**config.mk**
```make
export PLATFORM = sky130hd
export DESIGN_NAME = pgperm_gate
export DESIGN_NICKNAME = d
export VERILOG_FILES = /design/src/rtl/pgperm_pkg.sv /design/src/rtl/pgperm_rules.sv /design/src/rtl/pgperm_fsm.sv /design/src/rtl/pgperm_gate.sv
export SDC_FILE = /design/constraint.sdc
export NUM_CORES = 1
export LEC_CHECK = 0
export CAP_MARGIN = 5
export CORE_AREA = 2 2 39 41
export DETAILED_ROUTE_END_ITERATION = 12
export DIE_AREA = 0 0 41 43
export PLACE_DENSITY = 0.5
export SLEW_MARGIN = 10
export SYNTH_ARGS = -nofsm -noshare
export SYNTH_HDL_FRONTEND = slang
export SYNTH_HIERARCHICAL = 1
export SYNTH_SLANG_ARGS = --single-unit
```
**constraint.sdc**
```tcl
create_clock -name clk -period 1.7 [get_ports clk]
set_input_delay 0.34 -clock clk [delete_from_list [all_inputs] [get_ports clk]]
set_output_delay 0.34 -clock clk [all_outputs]
set_load 0.01 [all_outputs]
```
**src/rtl/pgperm_pkg.sv**
```systemverilog
package pgperm_pkg;

    typedef enum logic [1:0] {
        ACC_READ  = 2'd0,
        ACC_WRITE = 2'd1,
        ACC_FETCH = 2'd2,
        ACC_SPARE = 2'd3
    } acc_kind_e;

    typedef enum logic [1:0] {
        CZ_ABSENT = 2'd0,
        CZ_PRIV   = 2'd1,
        CZ_WPROT  = 2'd2,
        CZ_NOEXEC = 2'd3
    } cause_e;

    typedef struct packed {
        logic present;
        logic user;
        logic wr;
        logic nx;
    } pte_attr_t;

    typedef struct packed {
        logic   ok;
        cause_e cause;
    } verdict_t;

endpackage

```
**src/rtl/pgperm_rules.sv**
```systemverilog
module pgperm_rules
    import pgperm_pkg::*;
#(
    parameter int CPL_W = 2
) (
    input  acc_kind_e          kind,
    input  logic [CPL_W-1:0]   cpl,
    input  pte_attr_t          attr,
    output verdict_t           verdict
);
    localparam logic [CPL_W-1:0] UNPRIV_LVL = {CPL_W{1'b1}};

    logic priv_bad;
    logic wr_bad;
    logic ex_bad;

    assign priv_bad = (cpl == UNPRIV_LVL) && !attr.user;
    assign wr_bad   = (kind == ACC_WRITE) && !attr.wr;
    assign ex_bad   = (kind == ACC_FETCH) && attr.nx;

    // fixed priority: absent, privilege, write protect, no execute
    always_comb begin
        verdict.ok    = 1'b0;
        verdict.cause = CZ_ABSENT;
        if (!attr.present) begin
            verdict.cause = CZ_ABSENT;
        end else if (priv_bad) begin
            verdict.cause = CZ_PRIV;
        end else if (wr_bad) begin
            verdict.cause = CZ_WPROT;
        end else if (ex_bad) begin
            verdict.cause = CZ_NOEXEC;
        end else begin
            verdict.ok = 1'b1;
        end
    end
endmodule

```
**src/rtl/pgperm_fsm.sv**
```systemverilog
module pgperm_fsm
    import pgperm_pkg::*;
(
    input  logic      clk,
    input  logic      rst_n,
    input  logic      req_vld,
    input  verdict_t  verdict,
    output logic      rsp_vld,
    output logic      rsp_ok,
    output logic      rsp_fault,
    output logic [1:0] rsp_cause
);
    typedef enum logic {
        ST_IDLE = 1'b0,
        ST_RESP = 1'b1
    } st_e;

    st_e state;
    st_e state_nx;

    always_comb begin
        state_nx = state;
        unique case (state)
            ST_IDLE: state_nx = req_vld ? ST_RESP : ST_IDLE; // T_ACCEPT / T_WAIT
            ST_RESP: state_nx = req_vld ? ST_RESP : ST_IDLE; // T_CHAIN / T_DRAIN
        endcase
    end

    // state register
    always_ff @(posedge clk) begin
        if (!rst_n) state <= ST_IDLE;
        else        state <= state_nx;
    end

    // registered outputs
    always_ff @(posedge clk) begin
        if (!rst_n || !req_vld) begin
            rsp_ok    <= 1'b0;
            rsp_fault <= 1'b0;
            rsp_cause <= 2'd0;
        end else begin
            rsp_ok    <= verdict.ok;
            rsp_fault <= !verdict.ok;
            rsp_cause <= verdict.ok ? 2'd0 : verdict.cause;
        end
    end

    assign rsp_vld = (state == ST_RESP);
endmodule

```
**src/rtl/pgperm_gate.sv**
```systemverilog
module pgperm_gate
    import pgperm_pkg::*;
#(
    parameter int CPL_W = 2
) (
    input  logic             clk,
    input  logic             rst_n,
    input  logic             req_vld,
    input  logic [1:0]       acc_kind,
    input  logic [CPL_W-1:0] cpl,
    input  logic             pte_present,
    input  logic             pte_user,
    input  logic             pte_wr,
    input  logic             pte_nx,
    output logic             rsp_vld,
    output logic             rsp_ok,
    output logic             rsp_fault,
    output logic [1:0]       rsp_cause
);
    pte_attr_t attr;
    verdict_t  verdict;

    assign attr = '{present: pte_present, user: pte_user, wr: pte_wr, nx: pte_nx};

    pgperm_rules #(.CPL_W(CPL_W)) u_rules (
        .kind    (acc_kind_e'(acc_kind)),
        .cpl     (cpl),
        .attr    (attr),
        .verdict (verdict)
    );

    pgperm_fsm u_fsm (
        .clk       (clk),
        .rst_n     (rst_n),
        .req_vld   (req_vld),
        .verdict   (verdict),
        .rsp_vld   (rsp_vld),
        .rsp_ok    (rsp_ok),
        .rsp_fault (rsp_fault),
        .rsp_cause (rsp_cause)
    );
endmodule

```
== Word level (Yosys, flattened, before mapping) ==
Index checks and enable logic that the tools add are counted.
Cells by class
  $mul: 0
  bitwise operators: 1
  $lt $le $gt $ge: 0
  mux-type cells: 8
  add/sub/neg operators: 0
  shift operators: 0
  reductions and logical operators: 11
  equality and inequality tests: 3
  divide/modulo/power cells: 0
Operators by type and width (number)
  2-to-1 mux 1 bit: 6
  zero test 1 bit: 5
  == test 2 bit, second input constant: 2
  2-to-1 mux 2 bit: 2
  OR reduction 4 bit: 1
  logical AND 1 bit: 3
  OR reduction 3 bit: 1
  == test 2 x 1 -> 1 bit, second input constant: 1
  logical OR 1 bit: 1
  inverter 1 bit: 1
Storage, ports and cells
  output and inout bits: 5
  latch bits: 0
  memory bits (writable): 0
  word-level logic and storage cells: 28
  memory bits (read-only): 0
  memories: 0
  bits in registers: 5

== Logic depth before layout (Yosys ltp) ==
  depth in word-level cells: 7
  mapped depth: 3
  mapped depth without buffers: 3

== Cells and area by module ==
Netlist, hierarchy kept.
By module, submodules not included
  pgperm_fsm: instances 1, cells each 10, area each 145.1 um^2
  pgperm_rules: instances 1, cells each 8, area each 62.6 um^2

== Least setup slack after synthesis ==
OpenSTA, ideal clock, no wires.
  kind: in2reg
  start: input acc_kind[1]
  end: register u_fsm.rsp_cause[1]
  slack: 0.469 ns
  buffers on the path: 0
  data required time: 1.639 ns
  arrival: 1.170 ns
  stages: 3
  library setup time: 0.061 ns
  cells stage by stage: or3b_1 -> and4_1 -> and4b_1
RTL lines
  from (decl): line pgperm_gate.sv:9  | input logic [1:0] acc_kind,
  to (signal assigned): line pgperm_fsm.sv:44  | rsp_cause <= verdict.ok ? 2'd0 : verdict.cause;
  to (decl): line pgperm_fsm.sv:11  | output logic [1:0] rsp_cause

==> impl_metrics.toml <==
[run_status]
status = "finished clean"

[placement]
place_congestion = 0.552
io_buffer_count = 15
hpwl_um = 381
placed_cell_area_um2 = 378

[sta]
tightest_slew_ps = 189
holdWs_ps = 800
relSlewSlack_pct = 87.4
finalSetupViolCount = 0
fin_setup_tns_ps = 0
final-hold-violation-count = 0
layout_min_cycle_time_ps = 1490
max_freq_mhz = 671
rsz0062_at_grt = "no"
slew_violations = 0
finalCritPeriodShare_pct = 87.6

[synthesis]
synth-compound-area-share_pct = 9.64
yosys.area_share.simple_pct = 40.4
ys.warnings.count = 6
ys_types = 12
synth_area_um2 = 208
synth_xor_area_share_pct = 0
synth_top_family_by_area = "simple AND/OR/NAND/NOR gates"
muxShareOfSynthArea_pct = 0
syn-num-nets = 29
yosysSeqAreaShare_pct = 48.2
synth_top_area_cell = "dfxtp_1"
synth-seq-cells = 5
syn_area_per_cell_um2 = 11.5
synth_top_area_share_pct = 48.2
synth_fa_ha_area_share_pct = 0
synth_cells = 18
synthTopCellsByArea = "dfxtp_1 (48%), and4b_1 (9.6%), a221oi_2 (7.2%), nand3b_1 (7.2%), and3b_2 (4.8%)"

[clocking]
postCtsSetupBuffers = 0
ctsHoldBuffers = 0
numCtsBuffers = 3
clockBufferDepth = 2
cts_tree = "yes"
cts.repair.resized = 0
cts.sinks = 5
clk_pin_slew_worst_paths_ps = 40
htree_levels = 1
clockRootBuffer = "clkbuf_4"

[hold_path]
holdCritStartpoint = "rst_n"
hold_path_class = "in -> reg"

[floorplan]
initial_core_util_pct = 15.0
placementRows = 14
die_w_um = 41
die-area_um2 = 1760
io_pins = 16
core_um2 = 1380
die_height_um = 43

[drt]
viasPerCell = 3.89
wirelength_um = 434
dr.pass1.iters = 2
num_vias = 206
post_drt_wl_per_cell_um = 8.19
antenna_left = 0
drt_iter0_drc = 1
drc_errors = 0

[final_layout]
final_common_cell = "clkdlybuf4s50_1"
drive_gt1_share_pct = 18.9
fin_area_um2 = 404
final_cell_mix = "clkdlybuf4s50_1 (15), dfxtp_1 (5), clkbuf_4 (3), and4b_1 (2), nand3b_1 (2)"
area_growth_pct = 94.6
n_antenna_cell = 0
nets = 49

[critical_path]
critical-path-max-stage-delay_ps = 460
endpoint_kind = "flop"
worst_path_max_delay_cell = "clkdlybuf4s50_1"
startpoint = "acc_kind[0]"
critical_path_arrival_ps = 1670
crit_type = "in -> reg"
cp.required_ps = 1880
crit_chain = "clkdlybuf4s50_1 > or3b_1 > and4_1 > and4b_1"
cp-start-kind = "input port"
crit_path_max_fanout = 4

[power]
total_power_uw = 304
cellPowerDensity_nw_per_um2 = 753
power_leakage_nw = 0.159
ir_worst_vdd_mv = 0.148

[global_routing]
grt_max_degree = 6
grt_pass1_wl_um = 690
grt_use_total_pct = 6.22
grt_pass1_vias = 196
grt.overflow.total = 0
antenna_found_initial = 0

[run]
drv_cap = 0
## worst paths after layout
kind / slack, ps / cells past startpoint / end
worst max-delay path: 210 / 4 / u_fsm/rsp_cause[1]
worst min-delay path: 800 / 2 / u_fsm/rsp_vld
## worst max-delay path, delay by kind of cell
family	cells	cell delay (ps)
buffers and inverters	1	460
AND/OR/NAND/NOR	3	860
## flip-flops by register name, indices dropped and copies added, names as in the netlist
signal           cells
u_fsm/rsp_vld        1
u_fsm/rsp_fault      1
u_fsm/rsp_ok         1
u_fsm/rsp_cause      2
## power by group
| group | switching [mW] | leakage, nW | internal (mW) |
|---|---|---|---|
| logic | 0.0150 | 0.103 | 0.0354 |
| clock network | 0.0428 | 0.0150 | 0.0884 |
| registers | 0.000926 | 0.0409 | 0.122 |
## per-stage QoR
| stage | utilization [%] | instances | setup slack [ps] |
|---|---|---|---|
| after global placement | 27.3 | 49 | 3.92 |
| after floorplan | - | 18 | 469 |
| after CTS | 29.2 | 53 | 217 |
| final | 29.2 | 53 | 210 |
| after global routing | 29.2 | 53 | 173 |
| after detailed placement | 27.3 | 49 | -32.3 |
## cell usage after synthesis
cell,number
and3_2,1
dfxtp_1,5
inv_1,1
and2_2,1
or3b_1,1
and4_1,1
nand3b_1,2
a21oi_1,1
a221oi_2,1
nor2b_1,1
and4b_1,2
and3b_2,1
## cell families (layout without fill, tap and decap cells)
kind of cell	after synthesis	in the layout
and+or+nand+nor	10	10
buffers and inverters	1	20
DFF	5	5
AOI/OAI and AO/OA	2	2
## per-layer routing
layer | wire, µm | part of all wire, % | global-route usage, %
met5 | 0 | 0 | 0
met2 | 194 | 45 | 8.75
met4 | 0 | 0 | 8.00
met1 | 151 | 35 | 5.79
met3 | 88 | 20 | 2.09
## final cells by class
type	instances	area, µm²
Clock buffer	4	26.3
Timing Repair Buffer	15	150
Fill cell	141	980
Tap cell	16	20.0
Inverter	1	3.75
Sequential cell	5	100
Multi-Input combinational cell	12	104
(Power assumes the default switching activity.)
